==> src/rtl/midi_port_pkg.sv <==
package midi_port_pkg;
   localparam logic [7:0] CMD_RESET = 8'hFF;
   localparam logic [7:0] CMD_UART  = 8'h3F;
   localparam logic [7:0] ACK_BYTE  = 8'hFE;

   typedef enum logic [1:0] {RX_IDLE, RX_START, RX_DATA, RX_STOP} rx_state_t;
endpackage

==> src/rtl/mp_fifo.sv <==
module mp_fifo #(
   parameter int WIDTH = 8,
   parameter int DEPTH = 4
) (
   input  logic             clk,
   input  logic             rst_n,
   input  logic             clr,
   input  logic             push,
   input  logic             pop,
   input  logic [WIDTH-1:0] din,
   output logic [WIDTH-1:0] dout,
   output logic             empty,
   output logic             full
);
   localparam int AW = $clog2(DEPTH);

   if (DEPTH < 2 || (DEPTH & (DEPTH - 1)) != 0) begin : g_bad_depth
      $error("mp_fifo: DEPTH must be a power of two of at least 2");
   end

   logic [WIDTH-1:0] mem [DEPTH];
   logic [AW-1:0]    wp, rp;
   logic [AW:0]      cnt;

   always_ff @(posedge clk or negedge rst_n) begin
      if (!rst_n) begin
         wp  <= '0;
         rp  <= '0;
         cnt <= '0;
         for (int i = 0; i < DEPTH; i++) mem[i] <= '0;
      end else if (clr) begin
         rp  <= '0;
         wp  <= push ? AW'(1) : '0;
         cnt <= push ? (AW+1)'(1) : '0;
         if (push) mem[0] <= din;
      end else begin
         if (push) begin
            mem[wp] <= din;
            wp      <= wp + AW'(1);
         end
         if (pop) rp <= rp + AW'(1);
         cnt <= cnt + (AW+1)'(push) - (AW+1)'(pop);
      end
   end

   assign dout  = mem[rp];
   assign empty = (cnt == '0);
   assign full  = (cnt == (AW+1)'(DEPTH));

   // the owner must drop bytes instead of pushing into a full buffer
   p_no_overflow_r10: assert property (@(posedge clk) disable iff (!rst_n)
      (push && !clr) |-> !full);
   // removal only from a non-empty buffer
   p_no_underflow_r6: assert property (@(posedge clk) disable iff (!rst_n)
      (pop && !clr) |-> !empty);
endmodule

==> src/rtl/mp_uart_tx.sv <==
module mp_uart_tx #(
   parameter int DIV = 16
) (
   input  logic       clk,
   input  logic       rst_n,
   input  logic       load,
   input  logic [7:0] din,
   output logic       busy,
   output logic       txd
);
   localparam int CW = $clog2(DIV);

   logic [9:0]    sh;
   logic [CW-1:0] cnt;
   logic [3:0]    bitn;

   always_ff @(posedge clk or negedge rst_n) begin
      if (!rst_n) begin
         sh   <= '1;
         cnt  <= '0;
         bitn <= '0;
         busy <= 1'b0;
      end else if (!busy) begin
         if (load) begin
            sh   <= {1'b1, din, 1'b0};
            cnt  <= '0;
            bitn <= '0;
            busy <= 1'b1;
         end
      end else if (cnt == CW'(DIV - 1)) begin
         cnt <= '0;
         if (bitn == 4'd9) begin
            busy <= 1'b0;
         end else begin
            sh   <= {1'b1, sh[9:1]};
            bitn <= bitn + 4'd1;
         end
      end else begin
         cnt <= cnt + CW'(1);
      end
   end

   assign txd = busy ? sh[0] : 1'b1;

   // a frame opens with a low start bit
   p_start_low_r8: assert property (@(posedge clk) disable iff (!rst_n)
      $rose(busy) |-> !txd);
   // the last bit of a frame is high
   p_stop_high_r8: assert property (@(posedge clk) disable iff (!rst_n)
      (busy && bitn == 4'd9) |-> txd);
endmodule

==> src/rtl/mp_uart_rx.sv <==
module mp_uart_rx
   import midi_port_pkg::*;
#(
   parameter int DIV         = 16,
   parameter int SYNC_STAGES = 2
) (
   input  logic       clk,
   input  logic       rst_n,
   input  logic       rxd,
   output logic       valid,
   output logic [7:0] dout
);
   localparam int CW   = $clog2(DIV);
   localparam int HALF = DIV / 2;

   if (SYNC_STAGES < 1) begin : g_bad_sync
      $error("mp_uart_rx: SYNC_STAGES must be at least 1");
   end

   logic [SYNC_STAGES-1:0] sync_q;
   for (genvar g = 0; g < SYNC_STAGES; g++) begin : g_sync
      if (g == 0) begin : g_first
         always_ff @(posedge clk or negedge rst_n)
            if (!rst_n) sync_q[g] <= 1'b1;
            else        sync_q[g] <= rxd;
      end else begin : g_next
         always_ff @(posedge clk or negedge rst_n)
            if (!rst_n) sync_q[g] <= 1'b1;
            else        sync_q[g] <= sync_q[g-1];
      end
   end

   logic          line;
   rx_state_t     state;
   logic [CW-1:0] cnt;
   logic [2:0]    bitn;
   logic [7:0]    sh;

   assign line = sync_q[SYNC_STAGES-1];

   always_ff @(posedge clk or negedge rst_n) begin
      if (!rst_n) begin
         state <= RX_IDLE;
         cnt   <= '0;
         bitn  <= '0;
         sh    <= '0;
         valid <= 1'b0;
      end else begin
         valid <= 1'b0;
         case (state)
            RX_IDLE: begin
               cnt <= '0;
               if (!line) state <= RX_START;
            end
            RX_START: begin
               if (cnt == CW'(HALF - 1)) begin
                  cnt   <= '0;
                  bitn  <= '0;
                  state <= line ? RX_IDLE : RX_DATA;
               end else cnt <= cnt + CW'(1);
            end
            RX_DATA: begin
               if (cnt == CW'(DIV - 1)) begin
                  cnt  <= '0;
                  sh   <= {line, sh[7:1]};
                  bitn <= bitn + 3'd1;
                  if (bitn == 3'd7) state <= RX_STOP;
               end else cnt <= cnt + CW'(1);
            end
            default: begin
               if (cnt == CW'(DIV - 1)) begin
                  cnt   <= '0;
                  state <= RX_IDLE;
                  valid <= line;
               end else cnt <= cnt + CW'(1);
            end
         endcase
      end
   end

   assign dout = sh;

   // each completed frame yields a single-cycle strobe
   p_valid_pulse_r9: assert property (@(posedge clk) disable iff (!rst_n)
      valid |=> !valid);
endmodule

==> src/rtl/midi_uart_port.sv <==
module midi_uart_port
   import midi_port_pkg::*;
#(
   parameter int CLK_DIV     = 16,
   parameter int TX_DEPTH    = 4,
   parameter int RX_DEPTH    = 4,
   parameter int SYNC_STAGES = 2
) (
   input  logic       clk,
   input  logic       rst_n,
   input  logic       host_wr,
   input  logic       host_rd,
   input  logic       host_addr,
   input  logic [7:0] host_wdata,
   output logic [7:0] host_rdata,
   output logic       rx_avail,
   input  logic       serial_in,
   output logic       serial_out
);
   if (CLK_DIV < 4) begin : g_bad_div
      $error("midi_uart_port: CLK_DIV must be at least 4");
   end

   logic       uart_mode;
   logic       cmd_wr, is_reset, is_enter, ack_push;
   logic       tx_push, tx_pop, tx_empty, tx_full, tx_busy;
   logic [7:0] tx_dout;
   logic       rx_push, rx_pop, rx_empty, rx_full;
   logic [7:0] rx_din, rx_dout;
   logic       ser_valid;
   logic [7:0] ser_byte;
   logic       hold_v, src_v;
   logic [7:0] hold_b, src_b;

   assign cmd_wr   = host_wr && host_addr;
   assign is_reset = cmd_wr && (host_wdata == CMD_RESET);
   assign is_enter = cmd_wr && (host_wdata == CMD_UART);
   assign ack_push = is_reset || is_enter;

   always_ff @(posedge clk or negedge rst_n) begin
      if (!rst_n)        uart_mode <= 1'b0;
      else if (is_reset) uart_mode <= 1'b0;
      else if (is_enter) uart_mode <= 1'b1;
   end

   // transmit side
   assign tx_push = host_wr && !host_addr && uart_mode && !tx_full;
   assign tx_pop  = !tx_busy && !tx_empty && !is_reset;

   mp_fifo #(.WIDTH(8), .DEPTH(TX_DEPTH)) tx_buf_i (
      .clk(clk), .rst_n(rst_n), .clr(is_reset), .push(tx_push), .pop(tx_pop),
      .din(host_wdata), .dout(tx_dout), .empty(tx_empty), .full(tx_full));

   mp_uart_tx #(.DIV(CLK_DIV)) ser_tx_i (
      .clk(clk), .rst_n(rst_n), .load(tx_pop), .din(tx_dout),
      .busy(tx_busy), .txd(serial_out));

   // receive side: acknowledge takes priority, a colliding serial byte waits one cycle
   mp_uart_rx #(.DIV(CLK_DIV), .SYNC_STAGES(SYNC_STAGES)) ser_rx_i (
      .clk(clk), .rst_n(rst_n), .rxd(serial_in), .valid(ser_valid), .dout(ser_byte));

   assign src_v = hold_v || (ser_valid && uart_mode);
   assign src_b = hold_v ? hold_b : ser_byte;

   always_ff @(posedge clk or negedge rst_n) begin
      if (!rst_n) begin
         hold_v <= 1'b0;
         hold_b <= '0;
      end else if (is_reset) begin
         hold_v <= 1'b0;
      end else if (ack_push && src_v) begin
         hold_v <= 1'b1;
         hold_b <= src_b;
      end else begin
         hold_v <= 1'b0;
      end
   end

   assign rx_push = ack_push ? (is_reset || !rx_full) : (src_v && !rx_full);
   assign rx_din  = ack_push ? ACK_BYTE : src_b;
   assign rx_pop  = host_rd && !host_addr && !rx_empty;

   mp_fifo #(.WIDTH(8), .DEPTH(RX_DEPTH)) rx_buf_i (
      .clk(clk), .rst_n(rst_n), .clr(is_reset), .push(rx_push), .pop(rx_pop),
      .din(rx_din), .dout(rx_dout), .empty(rx_empty), .full(rx_full));

   // host read path: status flags are active-low, spare bits read as ones
   assign host_rdata = host_addr ? {rx_empty, tx_full, 6'h3F}
                                 : (rx_empty ? 8'h00 : rx_dout);
   assign rx_avail   = !rx_empty;

   // reset command always leaves UART mode and a pending acknowledge
   p_reset_cmd_r3: assert property (@(posedge clk) disable iff (!rst_n)
      is_reset |=> (!uart_mode && !rx_empty));
   // enter command switches mode
   p_enter_cmd_r4: assert property (@(posedge clk) disable iff (!rst_n)
      is_enter |=> uart_mode);
   // ignored command codes leave the mode unchanged
   p_other_cmd_r5: assert property (@(posedge clk) disable iff (!rst_n)
      (cmd_wr && !ack_push) |=> $stable(uart_mode));
   // nothing enters the transmit buffer outside UART mode
   p_tx_gate_r7: assert property (@(posedge clk) disable iff (!rst_n)
      (host_wr && !host_addr && !uart_mode) |=> $stable(tx_empty) || tx_empty);
endmodule

==> config.mk <==
export PLATFORM = sky130hd
export DESIGN_NAME = midi_uart_port
export DESIGN_NICKNAME = d
export VERILOG_FILES = /design/src/rtl/midi_port_pkg.sv /design/src/rtl/mp_fifo.sv /design/src/rtl/mp_uart_tx.sv /design/src/rtl/mp_uart_rx.sv /design/src/rtl/midi_uart_port.sv
export SDC_FILE = /design/constraint.sdc
export NUM_CORES = 1
export LEC_CHECK = 0
export ABC_AREA = 1
export ABC_CLOCK_PERIOD_IN_PS = 2700
export CORE_UTILIZATION = 50
export CTS_CLUSTER_DIAMETER = 80
export DETAILED_ROUTE_END_ITERATION = 10
export GPL_ROUTABILITY_DRIVEN = 0
export GPL_TIMING_DRIVEN = 0
export PLACE_DENSITY = 0.67
export SYNTH_ARGS = -nofsm -noshare
export SYNTH_HDL_FRONTEND = slang
export SYNTH_SLANG_ARGS = --single-unit
==> constraint.sdc <==
create_clock -name clk -period 2.7 [get_ports clk]
set_input_delay 0.675 -clock clk [delete_from_list [all_inputs] [get_ports clk]]
set_output_delay 0.675 -clock clk [all_outputs]
set_load 0.01 [all_outputs]
Word level (Yosys, flattened, before mapping)

Cells that the tools add are included.

Register bits after elaboration: 127
Input bits: 14

Multiplexer cells: 71
Bitwise operators: 5
Equality and inequality tests: 17
Order comparisons: 6
$add $sub $neg: 12
Reduce and logical (&&, ||, !) cells: 44

Operators by type and width:

| cell                                          | number |
|---|---|
| 2-to-1 mux 8 bit                              | 14 |
| bitwise mux 32 bit                            | 2 |
| 2-to-1 mux 32 bit                             | 2 |
| 2-to-1 mux 10 bit                             | 4 |
| binary-select mux 8 bit (select 2 bit)        | 2 |
| demux 8 bit (select 2 bit)                    | 2 |
| 2-to-1 mux 4 bit                              | 8 |
| 2-to-1 mux 2 bit                              | 14 |
| 2-to-1 mux 1 bit                              | 16 |
| logical AND 1 bit                             | 15 |
| nonzero test 2 bit                            | 7 |
| adder 4 x 1 -> 4 bit, second input constant   | 3 |
| == test 4 bit, second input constant          | 3 |
| >= comparator 3 bit, second input constant    | 4 |
| 2-to-1 mux 3 bit                              | 4 |
| NOT 2 -> 3 bit                                | 4 |
| == test 3 bit, second input constant          | 3 |
| adder 2 x 1 -> 2 bit, second input constant   | 4 |
| == test 8 x 6 -> 1 bit, second input constant | 1 |
| == test 8 bit, second input constant          | 1 |
| case mux 4 bit (2 select lines)               | 1 |
| AND reduction 2 bit                           | 4 |
| logical NOT 1 bit                             | 7 |
| adder 3 x 1 -> 3 bit                          | 2 |
| 18 further kinds                              | 28 |

Logic depth before layout (Yosys ltp)

Gate-level depths: netlist of run 1.

Word-level depth: 8
Depth in mapped cells: 14

Modules after synthesis

A second synthesis of run 1 with hierarchy kept.

Cells, all modules: 794
Area, all modules: 6718.9 um^2

By module, submodules not included:

| module         | sequential area each (um^2) | area each (um^2) | cells an instance | instances |
|---|---|---|---|---|
| mp_fifo        | 975.9                       | 1999.4           | 219               | 2 |
| mp_uart_tx     | 461.7                       | 960.9            | 125               | 1 |
| mp_uart_rx     | 503.0                       | 912.1            | 100               | 1 |
| midi_uart_port | 250.2                       | 847.1            | 131               | 1 |

Worst setup path after synthesis of run 1

No wires, ideal clock.

Kind: input-to-reg
From: input port host_wdata[1]
To: register rx_buf_i.cnt[2]
Data required time: 2582 ps
Stages: 14
Buffers on the path: 0
Setup slack: -38 ps
Data arrival time: 2620 ps
Setup time: 118 ps
Cells stage by stage: nand2_1 -> nor2_4 -> nand3_2 -> nand2_4 -> nand2_1 -> nand2_1 -> inv_1 -> ha_1 -> inv_1 -> ha_1 -> fa_1 -> xnor2_1 -> xor2_1 -> nor2_1

Longest elaborated chain between the ends: 7
Elaborated cells on any way between the ends: 10

RTL lines:

| element                                                 | line                                       | source |
|---|---|---|
| start: declaration                                      | midi_uart_port.sv:14                       | `input logic [7:0] host_wdata,` |
| == test 8 bit or == test 8 x 6 -> 1 bit (tied branches) | midi_uart_port.sv:36, midi_uart_port.sv:37 |  |
| logical AND 1 bit, on equally long branches             | midi_uart_port.sv:36, midi_uart_port.sv:37 |  |
| logical OR 1 bit, on equally long branches              | midi_uart_port.sv:79, midi_uart_port.sv:38 |  |
| 2-to-1 mux 1 bit                                        | midi_uart_port.sv:79                       | `assign rx_push = ack_push ? (is_reset \|\| !rx_full) : (src_v && !rx_full);` |
| adder 3 x 1 -> 3 bit                                    | mp_fifo.sv:42                              | `cnt <= cnt + (AW+1)'(push) - (AW+1)'(pop);` |
| subtractor 3 x 1 -> 3 bit                               | mp_fifo.sv:42                              |  |
| 2-to-1 mux 3 bit (*)                                    | mp_fifo.sv:31                              | `end else if (clr) begin` |
| end signal: assignment                                  | mp_fifo.sv:34                              | `cnt <= push ? (AW+1)'(1) : '0;` |
| end signal: assignment                                  | mp_fifo.sv:42                              |  |
| end: declaration                                        | mp_fifo.sv:23                              | `logic [AW:0] cnt;` |

Every way passes the cells marked *; elsewhere a longest branch is shown, timed or not.
A chain may end at the register's enable or synchronous reset.

Worst setup path in the final report of run 1

From: register rx_buf_i.rp[0]
To: output port host_rdata[7]

Longest elaborated chain between the ends: 6

RTL lines:

| element                                             | line                 | source |
|---|---|---|
| start: declaration                                  | mp_fifo.sv:22        | `logic [AW-1:0] wp, rp;` |
| start signal: assignment                            | mp_fifo.sv:41        | `if (pop) rp <= rp + AW'(1);` |
| NOT 2 -> 3 bit (implied by the code)                | mp_fifo.sv:46        | `assign dout = mem[rp];` |
| binary-select mux 8 bit (select 2 bit)              | mp_fifo.sv:46        |  |
| 2-to-1 mux 8 bit (implied by the code) (2 in a row) | mp_fifo.sv:46        |  |
| 2-to-1 mux 8 bit                                    | midi_uart_port.sv:89 | `: (rx_empty ? 8'h00 : rx_dout);` |
| 2-to-1 mux 8 bit                                    | midi_uart_port.sv:88 | `assign host_rdata = host_addr ? {rx_empty, tx_full, 6'h3F}` |
| end: declaration                                    | midi_uart_port.sv:15 | `output logic [7:0] host_rdata,` |

Every way passes these cells. The select of a mux whose other input is x is not followed.

==> results.md, run 1 <==
* Pwr per Cell Area at 829 nW/um^2
* Area used by multi-input combinational logic at 2730 um^2
* Leakage dissipation at 3.87 nW
* Syn Area/Cell at 8.17 um^2
* Final hold viol count at 0
* Final Instance Count excl. Fillers at 1012
* Power Total at 6.29 mW
* Synthesized area at 6340 um^2
* Met3 Use GR at 5.40%
* Total Routed Length at 13900 um
* Core Region at 12200 um^2
* All-Layer GR Usage at 23.6%
* Clock Sinks at 126
* Synth-to-Final Area Change at 19.6%
* Endpoints failing setup at 0
* Dpl cells at 968
* PortBufs at 23
* Worst IR drop on VDD at 0.000419 V
* Worst setup path startpoint: rx_buf_i.rp[0]$_DFFE_PN0P_
* Grt met1 use at 29.6%
* Critical path required time at 2.03 ns
* Post-layout worst setup margin at 0.0905 ns
* Initial antenna violation count at 0
* Sequential share of power at 39.2%
* Clk slew on worst S/H paths at 0.06 ns
* Clock power share at 35.8%
* # IOs at 24
* Wire length per cell at 13.7 um
* Leading post-synthesis cells by cell area: dfrtp_1 45%, nand2_1 13%, o21ai_0 7.0%
* Grt ovf at 0
* Die H at 115 um
* Initial Utilization at 52.1%
* Outcome: completed
* Max Freq at 383 MHz
* Register area share after synthesis at 50.0%
* CTS tree: done
* Initial DRC Count at 351
* Layout cells sized above 1 at 13.6%
* Via count at 5239
* Routed Antenna Nets at 0
* RSZ-0062 raised after global routing: false
* Via density at 5.18
* Worst Max-Slew Pin Slew at 0.491 ns
* Startpoint types: flop
* Max-cap violations at 0
* Number of nets in the layout at 870
* Clock Latency Late Sink at 0.43 ns
* Clk root buf: clkbuf_16
* Diode count at 0
* Vias in the first global route at 5128
* Worst Setup End Kind: output port
* Post-DP HPWL at 9760 um
* Crit-path max FO at 10
* Synth Flop Type: dfrtp_1
* Critical path class: flop to output port
* Synth area leader: dfrtp_1
* Grt peak-use layer: met2
* Fill count at 1092
* Switching power at 2.02 mW
* Maximum number of pins on one net before global-route repair at 97
* # rows at 40
* Chip Width at 115 um
* Clock Path Buffers at 2
* First drt pass iteration count at 7
* Slew Limit Fails at 0
* Sequential cell area at 3170 um^2
* Most numerous cell in the Yosys netlist: nand2_1
* Die area at 13100 um^2
* Met2 Use GR at 39.7%
* First-pass GRT wire length at 23800 um
* Synthesized net count at 815
* Post-synth top cells: 219 x nand2_1, 115 x dfrtp_1, 101 x inv_1
* Dpl ws at -0.853 ns
* Worst Path Arrival at 1.93 ns
* Slew margin rel. at 67.3%
* Fin crit share at 96.6%
* Hold Crit Class: input pin to asynchronous set/reset pin
* Period minus WS final at 2.61 ns
* Logic pwr share at 24.9%
* CTS Buf Count at 17
* DRC viols at 0
* H-Tree Level Count at 4
* Setup Skew at 0.0132 ns
* Sw frac at 32.2%
* Post-Syn Instances at 776
* Post-synth EDFFs at 0
* Yosys cell types at 38
* Hold-fix buffer count after cts at 0
* Fin Setup TNS at 0 ns
* Yosys top cell area share at 45.4%
* #FFs+latches synth at 126
* Post-synth ARST share at 100%
* P_int at 4.26 mW
* YS warnings at 0
* R2R Path Start: rx_buf_i.cnt[1]$_DFF_PN0_
worst paths after layout:
check	endpoint	slack (ns)	depth (start not counted)
min in group clk	ser_rx_i.line$_DFF_PN1_	0.36	0
hold / removal	tx_buf_i.mem[31]$_DFFE_PN0P_	0.13	1
setup reg to reg	rx_buf_i.cnt[2]$_DFF_PN0_	0.22	12
hold reg to reg	ser_rx_i.line$_DFF_PN1_	0.36	0
setup / recovery	host_rdata[7]	0.09	5
max in group asynchronous	ser_rx_i.line$_DFF_PN1_	1.81	2
critical path, cell delays in order, from the launching register on:
cell             delay [ns]
dfrtp_2                0.44
clkbuf_4               0.21
o21ai_1                0.16
nand3_1                0.08
o21ai_0                0.07
clkdlybuf4s50_1        0.55
through the flow:
step	util, %	instance area [um^2]	hold slack, ns
after floorplan	-	6350	0.345
after global placement	55.9	6790	0.346
after detailed placement	56.1	6820	0.351
after CTS	62.1	7560	0.128
after global routing	62.3	7580	0.134
final	62.3	7580	0.127
state kept, by name (all words and copies together), names as in the netlist, 3 cells and up:
register and flops:
tx_buf_i.cnt 3, ser_tx_i.sh 9, ser_rx_i.cnt 4, ser_rx_i.dout 8, ser_tx_i.bitn 4, rx_buf_i.mem 32, hold_b 8, rx_buf_i.cnt 3
tx_buf_i.mem 32, ser_tx_i.cnt 4, ser_rx_i.bitn 3
cell type report:
class	count	area share (%)
plain buffers	23	1.80
clock buffers	17	5.61
clock inverters	15	2.18
inverters	105	5.30
multi-input cells	522	36.1
flip-flops and latches	126	41.8
well taps	168	2.77
repair buffers	36	4.50
cell usage in the layout, fill, tap and decap left out, types with 5 or more instances in the layout:
cell type and n:
nand2_1 214, dfrtp_1 114, inv_1 101, o21ai_0 79, nand3_1 66, nor2_1 41, a21oi_1 31, ha_1 22
clkbuf_16 17, buf_4 15, o21ai_1 13, dfstp_2 11, dlygate4sd2_1 10, clkdlybuf4s50_1 10, nand2_2 8, clkbuf_1 8
clkinv_4 6, buf_2 6, nand3_4 5, nor2_4 5, xor2_1 5
what timing repair did:
item                                    4_1_cts  5_1_grt
pin swaps                                    11        0
resized for setup                            33       20
gates cloned                                  0        0
endpoints found under the setup margin       12        9
setup buffers                                11        1
cells by family after synthesis:
logic type      count (synthesis)  share of synthesized area, %
buf+inv                       128                          8.15
flops                         126                          50.0
simple gates                  352                          24.0
xor+xnor                        7                         0.967
compound gates                136                          11.4
mux                             2                         0.335
fa+ha+maj                      25                          5.17
power groups by stage:
stage / sequential [mW] / combinational [mW] / clock [mW]
2_1_floorplan: 2.44 / 1.05 / 0
3_3_place_gp: 2.48 / 1.40 / 0
3_5_place_dp: 2.49 / 1.48 / 0
4_1_cts: 2.47 / 1.54 / 2.29
5_1_grt: 2.50 / 1.80 / 2.38
6_report: 2.47 / 1.57 / 2.25
layer usage:
| metal | share of wire [%] | up-vias |
|---|---|---|
| met5 | 0 | - |
| met4 | 1.2 | 0 |
| met3 | 4.1 | 12 |
| met2 | 50 | 113 |
| met1 | 44 | 2531 |
| li1 | - | 2583 |
Note: power is estimated with default switching activity, not from simulation.
==> run 2, diff against run 1 <==
- CORE_MARGIN: not set -> 3
==> run 2 against run 1 <==
  * Clock skew decreased by 0.0063 ns
  * Critical endpoint is now host_rdata[3]
  * Critical path type unchanged
  * Global-route usage decreased by 1.7 points
  * Combinational power about the same
  * Cell area decreased by 0.66%
  * Sequential cell count did not move
  * Worst setup slack improved by 0.0058 ns
==> results.md, run 2 (same netlist as run 1, synthesis figures left out) <==
* Outcome: completed
* Setup Skew at 0.00687 ns (-0.00628 ns)
* Die area at 14100 um^2 (+7.1%)
* Slew Limit Fails at 0 (unchanged)
* Worst Max-Slew Pin Slew at 0.506 ns (+0.0153 ns)
* CTS Buf Count at 17 (unchanged)
* Leakage dissipation at 3.88 nW (+0.23%)
* DRC viols at 0 (unchanged)
* Commonest non-fill, non-tap cell in the layout: nand2_1
* All-Layer GR Usage at 21.9% (-1.7 points)
* Final Cell Area at 7530 um^2 (-0.66%)
* Worst Setup End Kind: output port
* Clk root buf: clkbuf_16
* Max Freq at 384 MHz (+0.22%)
* Post-DP HPWL at 10000 um (+2.7%)
* Die H at 119 um (+3.5%)
* Maximum number of pins on one net before global-route repair at 80 (-18%)
* Core Region at 12200 um^2 (+0.41%)
* Initial antenna violation count at 0 (unchanged)
* PortBufs at 23 (unchanged)
* Slew margin rel. at 66.1% (-1.1 points)
* Period minus WS final at 2.60 ns (-0.00576 ns)
* Layout cells sized above 1 at 13.1% (-0.55 points)
* First-pass GRT wire length at 25100 um (+5.5%)
* Grt ovf at 0 (unchanged)
* Dpl ws at -0.843 ns (+0.00963 ns)
* Initial DRC Count at 405 (+15%)
* Critical path required time at 2.03 ns (about the same)
* Chip Width at 119 um (+3.5%)
* Fin Setup TNS at 0 ns (unchanged)
* # IOs at 24 (unchanged)
* Max-cap violations at 0 (unchanged)
* Critical path class: flop to output port
* CTS tree: done
* Clk slew on worst S/H paths at 0.05 ns (about the same)
* Clock Sinks at 126 (unchanged)
* RSZ-0062 raised after global routing: true
* Hold Crit Class: input pin to asynchronous set/reset pin
* Power Total at 6.20 mW (-1.4%)
* Routed Antenna Nets at 0 (unchanged)
* Initial Utilization at 51.9% (-0.21 points)
* Clock Path Buffers at 2 (unchanged)
* Clock Latency Late Sink at 0.42 ns (about the same)
* Worst IR drop on VDD at 0.000519 V (+24%)
* Synth-to-Final Area Change at 18.8%
* First drt pass iteration count at 5 (-2)
* Via count at 5201 (-0.73%)
* Most frequent cells in the layout: 214 x nand2_1, 114 x dfrtp_1, 101 x inv_1
* Pwr per Cell Area at 823 nW/um^2 (-0.76%)
* Wire length per cell at 14.1 um (+3.0%)
* Endpoints failing setup at 0 (unchanged)
* Reg2reg setup slack at 0.20 ns (-0.02 ns)
* Diode count at 0 (unchanged)
* H-Tree Level Count at 4 (unchanged)
* Vias in the first global route at 5386 (+5.0%)
* Via density at 5.15 (-0.43%)
* Top flop regs: rx_buf_i.mem (32), tx_buf_i.mem (32), ser_tx_i.sh (9)
* Post-layout worst setup margin at 0.0963 ns (+0.00576 ns)
* Crit-path max FO at 10 (unchanged)
* Fin crit share at 96.4% (-0.21 points)
* Worst Path Arrival at 1.93 ns (about the same)
* Fin Hold WS at 0.203 ns (+0.0763 ns)
* Number of nets in the layout at 867 (-0.34%)
* Total Routed Length at 14200 um (+2.7%)
* # rows at 40 (unchanged)
* Fill count at 1094 (+0.18%)
* Startpoint types: flop
* Final hold viol count at 0 (unchanged)
* DP Area at 6820 um^2 (unchanged)
run 2: cell count changes in the layout (fill, tap and decap cells not counted), sizes merged:
cell / previous run / this run
dlygate4sd2: 10 / 8
clkinv: 8 / 7
clkinvlp: 4 / 0
clkbuf: 28 / 40
inv: 106 / 103
clkdlybuf4s15: 0 / 1
buf: 26 / 22
bufinv: 2 / 0
run 2: report_power, final:
group / switching, mW / leakage [nW] / internal, mW
registers: 0.226 / 1.55 / 2.25
clock network: 0.791 / 0.295 / 1.38
logic: 0.914 / 2.04 / 0.631
total: 1.93 / 3.88 / 4.26
run 2: layer usage:
layer  routed length [um]  global-route usage [%]
met5                    0                       0
met4                  140                    6.01
met3                  586                    5.31
met2                 7300                    37.5
met1                 6210                    27.9
run 2: cell type report:
cell class                      instances  area (um^2)  area share [%]
Multi-Input combinational cell        522         2720            36.1
Buffer                                 23          136            1.81
Clock buffer                           27          553            7.34
Clock inverter                          5         25.0           0.332
Sequential cell                       126         3170            42.1
Timing Repair Buffer                   33          317            4.20
Tap cell                              168          210            2.79
Inverter                              105          402            5.33
run 2: metrics by stage:
stage,utilization (%),std cells
2_1_floorplan,-,776
3_3_place_gp,55.6,967
3_5_place_dp,55.9,968
4_1_cts,61.5,1007
5_1_grt,61.7,1009
6_report,61.7,1009
run 2: final timing paths:
kind / depth (start not counted) / start / endpoint
max: 5 / rx_buf_i.rp[0]$_DFFE_PN0P_ / host_rdata[3]
min: 1 / rst_n / ser_tx_i.bitn[3]$_DFFE_PN0P_
max reg2reg: 12 / rx_buf_i.cnt[1]$_DFF_PN0_ / rx_buf_i.cnt[2]$_DFF_PN0_
min reg2reg: 0 / ser_rx_i.sync_q[0]$_DFF_PN1_ / ser_rx_i.line$_DFF_PN1_
max in group asynchronous: 2 / rst_n / ser_rx_i.line$_DFF_PN1_
min in group clk: 0 / ser_rx_i.sync_q[0]$_DFF_PN1_ / ser_rx_i.line$_DFF_PN1_
run 2: worst max-delay path, stage by stage, from the launching register on:
cell	delay [ns]
dfrtp_2	0.43
clkbuf_4	0.19
o21ai_0	0.20
nand3_1	0.09
nand2_1	0.07
clkdlybuf4s50_1	0.53
run 2: repair_timing:
action	4_1_cts	5_1_grt
resized for setup	32	16
hold buffers	0	0
endpoints found under the setup margin	12	9
setup buffers	7	2
pin swaps	10	4
